==> src/rtl/dec_alu_pkg.sv <==
package dec_alu_pkg;

   typedef enum logic {
      ALU_NMOS = 1'b0,
      ALU_CMOS = 1'b1
   } alu_model_e;

   typedef struct packed {
      logic n;
      logic z;
      logic v;
      logic c;
   } alu_flags_t;

   // signed overflow: result sign disagrees with both source signs
   function automatic logic sign_ovf(input logic r, input logic x, input logic y);
      return (r ^ x) & (r ^ y);
   endfunction

endpackage

==> src/rtl/dec_alu_bin.sv <==
module dec_alu_bin #(
   parameter int DATA_W = 8,
   parameter int NIB_W  = 4
) (
   input  logic [DATA_W-1:0] a,
   input  logic [DATA_W-1:0] opnd,
   input  logic              cin,
   output logic [DATA_W-1:0] sum,
   output logic              cout,
   output logic              half,
   output logic              ovf
);
   import dec_alu_pkg::*;

   logic [DATA_W:0] wide;

   always_comb begin
      wide = {1'b0, a} + {1'b0, opnd} + {{DATA_W{1'b0}}, cin};
      sum  = wide[DATA_W-1:0];
      cout = wide[DATA_W];
      // carry into the upper digit recovered from the sum bits
      half = a[NIB_W] ^ opnd[NIB_W] ^ sum[NIB_W];
      ovf  = sign_ovf(sum[DATA_W-1], a[DATA_W-1], opnd[DATA_W-1]);
   end
endmodule

==> src/rtl/dec_alu_add_fix.sv <==
module dec_alu_add_fix
   import dec_alu_pkg::*;
#(
   parameter int         DATA_W = 8,
   parameter int         NIB_W  = 4,
   parameter alu_model_e MODEL  = ALU_NMOS
) (
   input  logic [DATA_W-1:0] a,
   input  logic [DATA_W-1:0] opnd,
   input  logic [DATA_W-1:0] sum,
   input  logic              cout,
   input  logic              half,
   output logic [DATA_W-1:0] res,
   output alu_flags_t        flg
);
   localparam logic [NIB_W-1:0]  DIG_MAX  = NIB_W'(9);
   localparam logic [NIB_W-1:0]  LO_ADJ   = NIB_W'(6);
   localparam logic [DATA_W-1:0] BYTE_ADJ = DATA_W'(6);
   localparam logic [DATA_W-1:0] WRAP_LIM = DATA_W'((1 << DATA_W) - 6);
   localparam logic [DATA_W-1:0] HI_LIM   = DATA_W'(10 << NIB_W);
   localparam logic [DATA_W-1:0] HI_ADJ   = DATA_W'(6 << NIB_W);

   logic [DATA_W-1:0] part;
   logic              c_lo;
   logic              c_all;

   always_comb begin
      part = sum;
      c_lo = cout;
      if (half) begin
         part[NIB_W-1:0] = sum[NIB_W-1:0] + LO_ADJ;
      end else if (sum[NIB_W-1:0] > DIG_MAX) begin
         c_lo = cout | (sum >= WRAP_LIM);
         part = sum + BYTE_ADJ;
      end
      c_all = c_lo | (part >= HI_LIM);
      res   = c_all ? part + HI_ADJ : part;
      flg.c = c_all;
      flg.v = sign_ovf(part[DATA_W-1], a[DATA_W-1], opnd[DATA_W-1]);
   end

   generate
      if (MODEL == ALU_CMOS) begin : g_late
         assign flg.n = res[DATA_W-1];
         assign flg.z = (res == '0);
      end else begin : g_early
         assign flg.n = part[DATA_W-1];
         assign flg.z = (sum == '0);
      end
   endgenerate
endmodule

==> src/rtl/dec_alu_sub_fix.sv <==
module dec_alu_sub_fix
   import dec_alu_pkg::*;
#(
   parameter int         DATA_W = 8,
   parameter int         NIB_W  = 4,
   parameter alu_model_e MODEL  = ALU_NMOS
) (
   input  logic [DATA_W-1:0] sum,
   input  logic              cout,
   input  logic              half,
   input  logic              ovf,
   output logic [DATA_W-1:0] res,
   output alu_flags_t        flg
);
   localparam logic [DATA_W-1:0] LO_BORROW = DATA_W'((1 << DATA_W) - 6);
   localparam logic [DATA_W-1:0] HI_BORROW = DATA_W'(10 << NIB_W);

   logic [DATA_W-1:0] part;

   generate
      if (MODEL == ALU_CMOS) begin : g_late
         // borrow from the low digit ripples into the high digit
         assign part = half ? sum : sum + LO_BORROW;
         assign flg.n = res[DATA_W-1];
         assign flg.z = (res == '0);
      end else begin : g_early
         // low digit fixed in place, high digit untouched
         assign part = half ? sum
                            : {sum[DATA_W-1:NIB_W], sum[NIB_W-1:0] + LO_BORROW[NIB_W-1:0]};
         assign flg.n = sum[DATA_W-1];
         assign flg.z = (sum == '0);
      end
   endgenerate

   assign res   = cout ? part : part + HI_BORROW;
   assign flg.c = cout;
   assign flg.v = ovf;
endmodule

==> src/rtl/dec_alu.sv <==
module dec_alu
   import dec_alu_pkg::*;
#(
   parameter int         DATA_W = 8,
   parameter alu_model_e MODEL  = ALU_NMOS,
   parameter bit         DEC_EN = 1'b1
) (
   input  logic              clk,
   input  logic              rst_n,
   input  logic [DATA_W-1:0] a_in,
   input  logic [DATA_W-1:0] b_in,
   input  logic              carry_in,
   input  logic              dec_in,
   input  logic              sub_in,
   output logic [DATA_W-1:0] res_q,
   output logic              neg_q,
   output logic              zero_q,
   output logic              ovf_q,
   output logic              carry_q
);
   localparam int NIB_W = DATA_W / 2;

   generate
      if (DATA_W != 8) begin : g_bad_width
         $error("dec_alu: two packed decimal digits need DATA_W of 8");
      end
   endgenerate

   logic [DATA_W-1:0] opnd;
   logic [DATA_W-1:0] sum;
   logic              cout;
   logic              half;
   logic              ovf;
   logic [DATA_W-1:0] res_d;
   alu_flags_t        flg_d;
   alu_flags_t        flg_bin;

   assign opnd = sub_in ? ~b_in : b_in;

   dec_alu_bin #(.DATA_W(DATA_W), .NIB_W(NIB_W)) u_bin (
      .a   (a_in),
      .opnd(opnd),
      .cin (carry_in),
      .sum (sum),
      .cout(cout),
      .half(half),
      .ovf (ovf)
   );

   assign flg_bin.n = sum[DATA_W-1];
   assign flg_bin.z = (sum == '0);
   assign flg_bin.v = ovf;
   assign flg_bin.c = cout;

   generate
      if (DEC_EN) begin : g_dec
         logic [DATA_W-1:0] res_add;
         logic [DATA_W-1:0] res_sub;
         alu_flags_t        flg_add;
         alu_flags_t        flg_sub;

         dec_alu_add_fix #(.DATA_W(DATA_W), .NIB_W(NIB_W), .MODEL(MODEL)) u_add (
            .a   (a_in),
            .opnd(opnd),
            .sum (sum),
            .cout(cout),
            .half(half),
            .res (res_add),
            .flg (flg_add)
         );

         dec_alu_sub_fix #(.DATA_W(DATA_W), .NIB_W(NIB_W), .MODEL(MODEL)) u_sub (
            .sum (sum),
            .cout(cout),
            .half(half),
            .ovf (ovf),
            .res (res_sub),
            .flg (flg_sub)
         );

         always_comb begin
            if (!dec_in) begin
               res_d = sum;
               flg_d = flg_bin;
            end else if (sub_in) begin
               res_d = res_sub;
               flg_d = flg_sub;
            end else begin
               res_d = res_add;
               flg_d = flg_add;
            end
         end
      end else begin : g_bin_only
         logic unused_dec;
         assign unused_dec = dec_in | half;
         assign res_d = sum;
         assign flg_d = flg_bin;
      end
   endgenerate

   always_ff @(posedge clk or negedge rst_n) begin
      if (!rst_n) begin
         res_q   <= '0;
         neg_q   <= 1'b0;
         zero_q  <= 1'b0;
         ovf_q   <= 1'b0;
         carry_q <= 1'b0;
      end else begin
         res_q   <= res_d;
         neg_q   <= flg_d.n;
         zero_q  <= flg_d.z;
         ovf_q   <= flg_d.v;
         carry_q <= flg_d.c;
      end
   end
endmodule

==> config.mk <==
export PLATFORM = sky130hd
export DESIGN_NAME = dec_alu
export DESIGN_NICKNAME = d
export VERILOG_FILES = /design/src/rtl/dec_alu_pkg.sv /design/src/rtl/dec_alu_bin.sv /design/src/rtl/dec_alu_add_fix.sv /design/src/rtl/dec_alu_sub_fix.sv /design/src/rtl/dec_alu.sv
export SDC_FILE = /design/constraint.sdc
export NUM_CORES = 1
export LEC_CHECK = 0
export BUFFER_PORTS_ARGS = -buffer_cell sky130_fd_sc_hd__buf_4
export CORE_MARGIN = 2
export CORE_UTILIZATION = 58
export CTS_CLUSTER_DIAMETER = 40
export DETAILED_ROUTE_END_ITERATION = 16
export GPL_TIMING_DRIVEN = 1
export PLACE_DENSITY = 0.85
export RECOVER_POWER = 25
export SETUP_SLACK_MARGIN = 0.2
export SLEW_MARGIN = 5
export SYNTH_ARGS = -nofsm -noshare
export SYNTH_HDL_FRONTEND = slang
export SYNTH_SLANG_ARGS = --single-unit
==> constraint.sdc <==
create_clock -name clk -period 1 [get_ports clk]
set_clock_uncertainty 0.1 [all_clocks]
set_input_delay 0.1 -clock clk [delete_from_list [all_inputs] [get_ports clk]]
set_output_delay 0.1 -clock clk [all_outputs]
set_load 0.03 [all_outputs]
==> reports/metrics.cfg, run 1 <==
[detailed_routing]
avgRoutedWirePerCell_um = 26.98
drcViolationCount = 0
via_count = 1931
ant_nets = 0
vias_per_cell = 7.047
routed_wl_um = 7392
first_pass_iters = 5
drtIter0Drc = 157

[sta]
finalHoldViolCount = 0
setup_viol_count_final = 24
max_freq_mhz = 269.7
relSlewSlack_pct = 70.60
min_period_over_period_pct = 370.8
rsz0062_at_grt = yes
slew_violations = 0
period_needed_ns = 3.708
setup_ws_ns = -2.708
tightest_slew_ns = 0.4400

[synth]
synth_area_per_cell_um2 = 8.676
synth_edf_count = 0
yosysTopAreaCellShare_pct = 20.73
synth_area_leaders = dfrtp_1 21%, ha_1 11%, xor2_1 7.3%
syn_area_um2 = 1449
synth_seq_area_share_pct = 20.73
synth_nets = 203
ys.warnings.count = 0
syn_inst = 167
synth_ff_type = dfrtp_1
synth_area_leader_cell = dfrtp_1
async_flop_share_pct = 100.0
ys_ff_latch = 12
ys_types = 51

[outcome]
outcome = finished, violations left
violations = setup timing

[clock_network]
clock_path_buffers = 2
clockRootBuffer = clkbuf_4
htree_levels = 1
numCtsBuffers = 3
cts.reportedPaths.clkPinSlew_ns = 0.09
cts_tree = yes
cts.sinks = 12

[cells_and_area]
nFillCells = 47
register_area_um2 = 300.3
stdcell_area_um2 = 2357
synthToLayoutAreaGrowth_pct = 62.69
n_antenna_cell = 0
drive_gt1_share_pct = 53.69
fin_cells = 274
multi_input_area_um2 = 1244
nets = 281
fin_util_pct = 96.91

[power_and_ir_drop]
p_sw_share_pct = 48.71
vdd_drop_max_uv = 2249
seqPwrFrac_pct = 14.0
pwr_density_cell_nw_per_um2 = 2292
p_switching_uw = 2631
power.share.clock_pct = 7.9
combPwrFrac_pct = 78.0
p_int_uw = 2770
p_leak_uw = 0.001113

[place]
dp_worst_setup_slack_ns = -2.651
place_area_um2 = 2019
placed_cells = 260
gp_congestion = 0.9163
port_buffers = 32
dp_hpwl_um = 3151

[global_route]
overflow = 0
grt_max_degree = 13
grt_pass1_vias = 1722
grt_usage_pct = 39.69
antenna_found_initial = 0
grt_pass1_wl_um = 8224

[floorplan]
die_w_um = 53.98
rows = 18
core_area_um2 = 2432
start_util_pct = 59.57
dieArea_um2 = 2914
die_y_um = 53.98
boundaryPins = 33

[job]
maxCapViolCount = 0

[worst_hold_path]
holdPathStages = 4
hold-path-endpoint = ovf_q
hold_path.class = primary input to register
hp-start = a_in[7]

[critical_path]
path_cells = buf_8, xnor2_4, fa_2, inv_2, fa_2, a21o_1, a221o_1, or2_4, xnor2_4, inv_2, ha_4, a31oi_4, o21ai_2, a211oi_2, o21ai_2, a31oi_4, mux2i_1, nand2_1, xor2_1
required_ns = 1.09
critical_path_class = primary input to register
cp-end-kind = register
path_buf_inv = 3
critPathMaxFanout = 3
start_kind = primary input
slowest_stage = fa_2
path_delay_family = compound AO/OA/AOI/OAI gates
worst_ep_arrival_time_ns = 3.80
max_stage_delay_ns = 0.39

synthesized netlist by cell type (2+ instances only):
cell type  count
nor2_2         2
a211oi_1       2
o22ai_1        2
o21ai_0        8
clkbuf_1       4
nor2_1        14
mux2i_1        2
nor3_1         6
xor2_1        12
nand3_1        4
xnor2_2        2
inv_1         10
ha_1          13
and3_1         5
a21oi_1       11
xnor2_1        8
nand2b_1       3
a21o_1         2
dfrtp_1       12
fa_1           2
a221o_1        2
a211oi_2       2
buf_6          2
a31oi_1        2
nand3_2        2
nand2_1        8
worst max path at each step:
stage,startpoint,endpoint,slack [ns],depth (start not counted)
global placement,b_in[0],res_q[7],-2.54,19
global route,b_in[0],res_q[5],-2.78,19
detailed placement,b_in[0],res_q[7],-2.65,19
CTS,b_in[0],res_q[7],-2.29,19
floorplan,sub_in,res_q[7],-2.71,20
finish,b_in[0],res_q[7],-2.71,19
cells in the final DEF (no fill, tap or decap), drive strengths merged, types with 3 or more instances in the layout:
cell type / n
buf: 80
nor2: 17
xor2: 13
ha: 13
dfrtp: 12
xnor2: 11
a21oi: 11
inv: 10
o21ai: 10
nand2: 8
nor3: 6
nand3: 6
and3: 5
clkbuf: 5
a211oi: 4
nand2b: 3
a31oi: 3
sequential cells by signal, indices dropped and copies added (netlist names):
register,flops
res_q,8
neg_q,1
carry_q,1
zero_q,1
ovf_q,1
worst min-delay path, stage by stage:
cell and delay [ns]:
buf_4 0.12, buf_4 0.12, nand2_1 0.07, o21ai_2 0.07
routing by layer:
layer | GRT usage (%) | vias up | routed length [um]
met5 | 0 | - | 0
met4 | 27.50 | 0 | 879
met3 | 11.11 | 102 | 985
met2 | 70.93 | 225 | 3289
met1 | 39.26 | 867 | 2237
li1 | - | 737 | -
power groups by stage:
stage / clock (uW) / sequential [uW] / combinational, uW
finish: 428 / 758 / 4220
detailed placement: 0 / 707 / 2930
global placement: 0 / 700 / 2780
global route: 437 / 781 / 4380
floorplan: 0 / 1050 / 1540
CTS: 391 / 731 / 3300
area by class of cell:
class	instances	share of cell area, %
Inverter	10	1.592
Tap cell	30	1.592
Clock buffer	4	1.539
Sequential cell	12	12.74
Multi-Input combinational cell	136	52.76
Timing Repair Buffer	82	29.78
kinds of logic (layout without fill, tap and decap cells):
kind of cell	after synthesis	after routing	synth area share, %
DFF	12	12	20.73
and+or+nand+nor	55	55	20.73
adders and majority gates	15	15	13.99
muxes	3	3	2.418
xor gates and xnor gates	24	24	17.36
buffers and inverters	19	96	6.303
AOI/OAI and AO/OA	39	39	18.48
metrics by stage:
stage                     hold slack (ns)  total power, uW  TNS (ns)
after detailed placement          -0.1549             3637    -21.57
after global placement            -0.1614             3475    -20.50
final                              0.1187             5402    -21.11
after floorplan                   -0.2956             2585    -21.02
after global routing               0.1244             5603    -22.27
after CTS                         0.08993             4426    -18.08
what timing repair did:
| item | CTS | global route |
|---|---|---|
| endpoints found under the hold margin | 12 | 0 |
| setup buffers | 5 | 4 |
| gates resized for setup | 31 | 24 |
| setup endpoints to repair | 24 | 24 |
| hold buffers | 1 | 0 |
| pin swaps | 7 | 13 |
Note: power is estimated with default switching activity, not from simulation.
==> run 2: changes to the inputs <==
- SKIP_CTS_REPAIR_TIMING: not set -> 1
==> reports/metrics.cfg, run 2 (synthesized netlist as in run 1, its figures left out) <==
[critical_path]
slowest_stage = fa_2  ; unchanged
path_delay_family = compound AO/OA/AOI/OAI gates  ; unchanged
path_buf_inv = 3  ; unchanged
required_ns = 1.06  ; was 1.09 ns
start_kind = primary input  ; unchanged
critical_path_class = primary input to register  ; unchanged
critPathMaxFanout = 3  ; unchanged
worst_ep_arrival_time_ns = 3.66  ; was 3.80 ns
cp-end-kind = register  ; unchanged
path_cells = buf_8, xnor2_4, fa_2, inv_2, fa_2, a21o_1, a221o_1, or2_4, xnor2_4, inv_2, ha_4, a31oi_1, o21ai_1, a211oi_2, o21ai_2, nand3_2, mux2i_1, o211ai_1, xnor2_1  ; was buf_8, xnor2_4, fa_2, inv_2, fa_2, a21o_1, a221o_1, or2_4, xnor2_4, inv_2, ha_4, a31oi_4, o21ai_2, a211oi_2, o21ai_2, a31oi_4, mux2i_1, nand2_1, xor2_1
max_stage_delay_ns = 0.38  ; was 0.39 ns

[place]
port_buffers = 32  ; unchanged
dp_hpwl_um = 3151  ; unchanged
place_area_um2 = 2019  ; unchanged
gp_congestion = 0.9163  ; unchanged

[sta]
rsz0062_at_grt = yes  ; unchanged
min_period_over_period_pct = 360.1  ; was 370.8%
finalHoldViolCount = 0  ; unchanged
slew_violations = 0  ; unchanged
period_needed_ns = 3.601  ; was 3.708 ns
tightest_slew_ns = 0.3662  ; was 0.4400 ns
relSlewSlack_pct = 75.36  ; was 70.60%
max_freq_mhz = 277.7  ; was 269.7 MHz
setup_viol_count_final = 16  ; was 24
setup_ws_ns = -2.601  ; was -2.708 ns

[clock_network]
cts.sinks = 12  ; unchanged
clockRootBuffer = clkbuf_4  ; unchanged
cts_tree = yes  ; unchanged
numCtsBuffers = 3  ; unchanged
cts.reportedPaths.clkPinSlew_ns = 0.09  ; about the same
clock_path_buffers = 2  ; unchanged
htree_levels = 1  ; unchanged

[power_and_ir_drop]
finalPower_uw = 4946  ; was 5402 uW
p_leak_uw = 0.001077  ; was 0.001113 uW
vdd_drop_max_uv = 1744  ; was 2249 uV
power.share.clock_pct = 7.9  ; about the same
p_int_uw = 2626  ; was 2770 uW
p_switching_uw = 2320  ; was 2631 uW
seqPwrFrac_pct = 15.0  ; was 14.0%
p_sw_share_pct = 46.90  ; was 48.71%
pwr_density_cell_nw_per_um2 = 2140  ; was 2292 nW/um2
combPwrFrac_pct = 77.0  ; was 78.0%

[detailed_routing]
first_pass_iters = 6  ; was 5
avgRoutedWirePerCell_um = 22.60  ; was 26.98 um
ant_nets = 0  ; unchanged
vias_per_cell = 6.618  ; was 7.047
drcViolationCount = 0  ; unchanged
via_count = 1767  ; was 1931
drtIter0Drc = 111  ; was 157
routed_wl_um = 6034  ; was 7392 um

[global_route]
grtUsageMet2_pct = 56.91  ; was 70.93%
grt_pass1_wl_um = 6320  ; was 8224 um
grtUsageMet1_pct = 31.25  ; was 39.26%
grt_max_degree = 13  ; unchanged
overflow = 0  ; unchanged
top_usage_layer = met2  ; unchanged
grt_pass1_vias = 1513  ; was 1722
grt_use_met3_pct = 3.056  ; was 11.11%
grt_usage_pct = 29.39  ; was 39.69%
antenna_found_initial = 1  ; was 0

[cells_and_area]
regMostFlops = res_q  ; unchanged
mostFrequentLayoutCells = 52 x buf_4, 20 x buf_6, 12 x dfrtp_1, 10 x xor2_1, 10 x nor2_1  ; was 58 x buf_4, 21 x buf_6, 12 x dfrtp_1, 11 x xor2_1, 11 x nor2_1
drive_gt1_share_pct = 53.16  ; was 53.69%
stdcell_area_um2 = 2311  ; was 2357 um2
largest_reg_flops = 8  ; unchanged
nets = 274  ; was 281
n_antenna_cell = 0  ; unchanged
final_common_cell = buf_4  ; unchanged
synthToLayoutAreaGrowth_pct = 59.50  ; was 62.69%

[outcome]
outcome = finished, violations left  ; unchanged
violations = setup timing  ; unchanged

[floorplan]
boundaryPins = 33  ; unchanged
die_w_um = 53.98  ; unchanged
core_area_um2 = 2432  ; unchanged
rows = 18  ; unchanged
start_util_pct = 59.57  ; unchanged
die_y_um = 53.98  ; unchanged
dieArea_um2 = 2914  ; unchanged

[worst_hold_path]
hold_path.class = primary input to register  ; unchanged

[job]
maxCapViolCount = 0  ; unchanged

==> run 2: cell count changes in the layout (fill, tap and decap cells not counted), sizes merged <==
cell  change
buf       -7
==> run 2: path summary, 6_finish.rpt <==
path,depth (start not counted),end,startpoint
max in group asynchronous,2,res_q[1],rst_n
setup / recovery,19,res_q[5],b_in[0]
hold / removal,5,ovf_q,a_in[7]
min in group asynchronous,2,zero_q,rst_n
==> run 2: layer usage <==
layer,share of wire [%],routed length [um]
met5,0.22,13
met4,7.5,450
met3,9.7,585
met2,50,3017
met1,33,1965
==> run 2: final cells by class <==
class,instances,area [um2]
clock buffers,4,36.28
repair buffers,75,645.6
inverters,10,37.54
well taps,30,37.54
flip-flops and latches,12,300.3
fillers,57,121.4
multi-input cells,136,1254
==> run 2: power by group through the flow <==
stage               Combinational [uW]  Sequential [uW]  Clock [uW]
finish                            3810              742         393
global route                      3990              759         418
CTS                               2970              699         391
detailed placement                2930              707           0
global placement                  2780              700           0
floorplan                         1540             1050           0
==> run 2: tightest hold or removal path, cell delays in order <==
cell,delay [ns]
buf_4,0.10
buf_4,0.10
nor2_1,0.04
nand2_2,0.05
o21ai_2,0.06
==> run 2: stage by stage <==
stage	hold WS, ns	worst slack (ns)	TNS [ns]	util (%)	std cells
6_report	0.1197	-2.601	-19.70	95.01	267
5_1_grt	0.1162	-2.772	-21.19	95.01	267
4_1_cts	-0.4504	-2.375	-18.34	84.52	264
3_5_place_dp	-0.1549	-2.651	-21.57	83.02	260
3_3_place_gp	-0.1614	-2.536	-20.50	83.02	260
2_1_floorplan	-0.2956	-2.707	-21.02	-	167
==> run 3: changes to the inputs <==
- CORE_UTILIZATION: 58 -> 30
- PLACE_DENSITY: 0.85 -> not set
- PLACE_DENSITY_LB_ADDON: not set -> 0.2
==> reports/metrics.cfg, run 3 (synthesized netlist as in run 1, its figures left out) <==
[global_route]
grt_pass1_vias = 1268  ; was 1513
grt_usage_pct = 12.88  ; was 29.39%
overflow = 0  ; unchanged
antenna_found_initial = 0  ; was 1
grt_pass1_wl_um = 5499  ; was 6320 um
grt_max_degree = 13  ; unchanged

[sta]
tightest_slew_ns = 0.3061  ; was 0.3662 ns
setup_ws_ns = -2.303  ; was -2.601 ns
min_period_over_period_pct = 330.3  ; was 360.1%
setup_viol_count_final = 11  ; was 16
relSlewSlack_pct = 79.60  ; was 75.36%
slew_violations = 0  ; unchanged
tns_ns = -17.57  ; was -19.70 ns
period_needed_ns = 3.303  ; was 3.601 ns
finalHoldViolCount = 0  ; unchanged
max_freq_mhz = 302.8  ; was 277.7 MHz
rsz0062_at_grt = yes  ; unchanged

[clock_network]
clock_path_buffers = 2  ; unchanged
cts.sinks = 12  ; unchanged
numCtsBuffers = 3  ; unchanged
cts_tree = yes  ; unchanged
clockRootBuffer = clkbuf_8  ; was clkbuf_4
htree_levels = 1  ; unchanged
cts.reportedPaths.clkPinSlew_ns = 0.05  ; was 0.09 ns

[cells_and_area]
mostFrequentLayoutCells = 58 x buf_4, 14 x buf_6, 12 x nor2_1, 12 x ha_1, 12 x dfrtp_1  ; was 52 x buf_4, 20 x buf_6, 12 x dfrtp_1, 10 x xor2_1, 10 x nor2_1
fin_cells = 291  ; was 267
nets = 275  ; was 274
largest_reg_flops = 8  ; unchanged
regMostFlops = res_q  ; unchanged
synthToLayoutAreaGrowth_pct = 55.61  ; was 59.50%
n_antenna_cell = 0  ; unchanged
drive_gt1_share_pct = 47.26  ; was 53.16%
final_common_cell = buf_4  ; unchanged

[place]
dp_hpwl_um = 2812  ; was 3151 um
placed_cells = 286  ; was 260
gp_congestion = 0.7889  ; was 0.9163
port_buffers = 32  ; unchanged

[power_and_ir_drop]
pwr_density_cell_nw_per_um2 = 1913  ; was 2140 nW/um2
vdd_drop_max_uv = 571.1  ; was 1744 uV
p_leak_uw = 0.001070  ; was 0.001077 uW

[floorplan]
die_y_um = 73.50  ; was 53.98 um
boundaryPins = 33  ; unchanged
dieArea_um2 = 5402  ; was 2914 um2
rows = 25  ; was 18
die_w_um = 73.50  ; was 53.98 um
core_area_um2 = 4692  ; was 2432 um2
start_util_pct = 30.88  ; was 59.57%

[detailed_routing]
ant_nets = 0  ; unchanged
first_pass_iters = 4  ; was 6
routed_wl_um = 3285  ; was 6034 um
drcViolationCount = 0  ; unchanged
vias_per_cell = 4.632  ; was 6.618
via_count = 1348  ; was 1767
avgRoutedWirePerCell_um = 11.29  ; was 22.60 um
drtIter0Drc = 81  ; was 111

[job]
maxCapViolCount = 0  ; unchanged

[critical_path]
required_ns = 1.05  ; was 1.06 ns
critical_path_class = primary input to register  ; unchanged
worst_ep_arrival_time_ns = 3.35  ; was 3.66 ns
critPathMaxFanout = 3  ; unchanged
start_kind = primary input  ; unchanged
cp-end-kind = register  ; unchanged
startpoint = b_in[0]  ; unchanged

[outcome]
outcome = finished, violations left  ; unchanged
violations = setup timing  ; unchanged

[worst_hold_path]
hp-start = a_in[7]  ; unchanged
hold_path.class = primary input to register  ; unchanged

run 3: cell types whose count changed in the layout (fill, tap and decap cells not counted), sizes merged:
cell,change
buf,+1
clkbuf,-1
run 3: worst paths after layout:
kind | end | slack (ns) | cells after the start
max in group asynchronous | res_q[2] | 0.40 | 2
min in group asynchronous | res_q[5] | 0.18 | 2
max | res_q[6] | -2.30 | 18
min | ovf_q | 0.03 | 3
run 3: worst max-delay path: stages:
cell      delay [ns]
buf_8           0.10
xnor2_4         0.14
fa_2            0.22
inv_2           0.04
fa_2            0.37
a21o_1          0.18
a221o_1         0.31
or2_4           0.26
xnor2_4         0.17
inv_2           0.07
ha_4            0.16
a31oi_1         0.12
o21ai_1         0.13
a211oi_2        0.21
o21ai_2         0.10
a31oi_4         0.18
mux2_4          0.32
o221ai_2        0.15
run 3: metal layers:
layer	routed length, um	vias up	track usage (%)	share of wire, %
met2	1664	24	23.81	51
met3	86	2	1.372	2.6
met1	1521	599	16.06	46
li1	-	723	-	-
met5	0	-	0	0
met4	14	0	2.424	0.43
run 3: layout make-up:
class	count	area, um2
inverters	10	37.54
fillers	477	2437
flip-flops and latches	12	300.3
clock buffers	3	41.29
repair buffers	76	643.1
multi-input cells	136	1165
well taps	54	67.56
run 3: stage by stage:
stage	power (uW)	utilization (%)	worst slack (ns)	hold slack, ns	instance area [um2]
global placement	3588	44.00	-2.566	-0.1572	2064
finish	4313	48.05	-2.303	0.02753	2255
floorplan	2585	-	-2.707	-0.2956	1534
global route	4685	48.05	-2.428	0.03631	2255
CTS	4045	44.88	-2.392	-0.4047	2106
detailed placement	3612	44.00	-2.620	-0.1560	2064
run 3: power breakdown:
group | switching [uW] | internal (uW)
Combinational | 1580 | 1600
Sequential | 70.6 | 654
Clock | 144 | 262
Total | 1800 | 2520
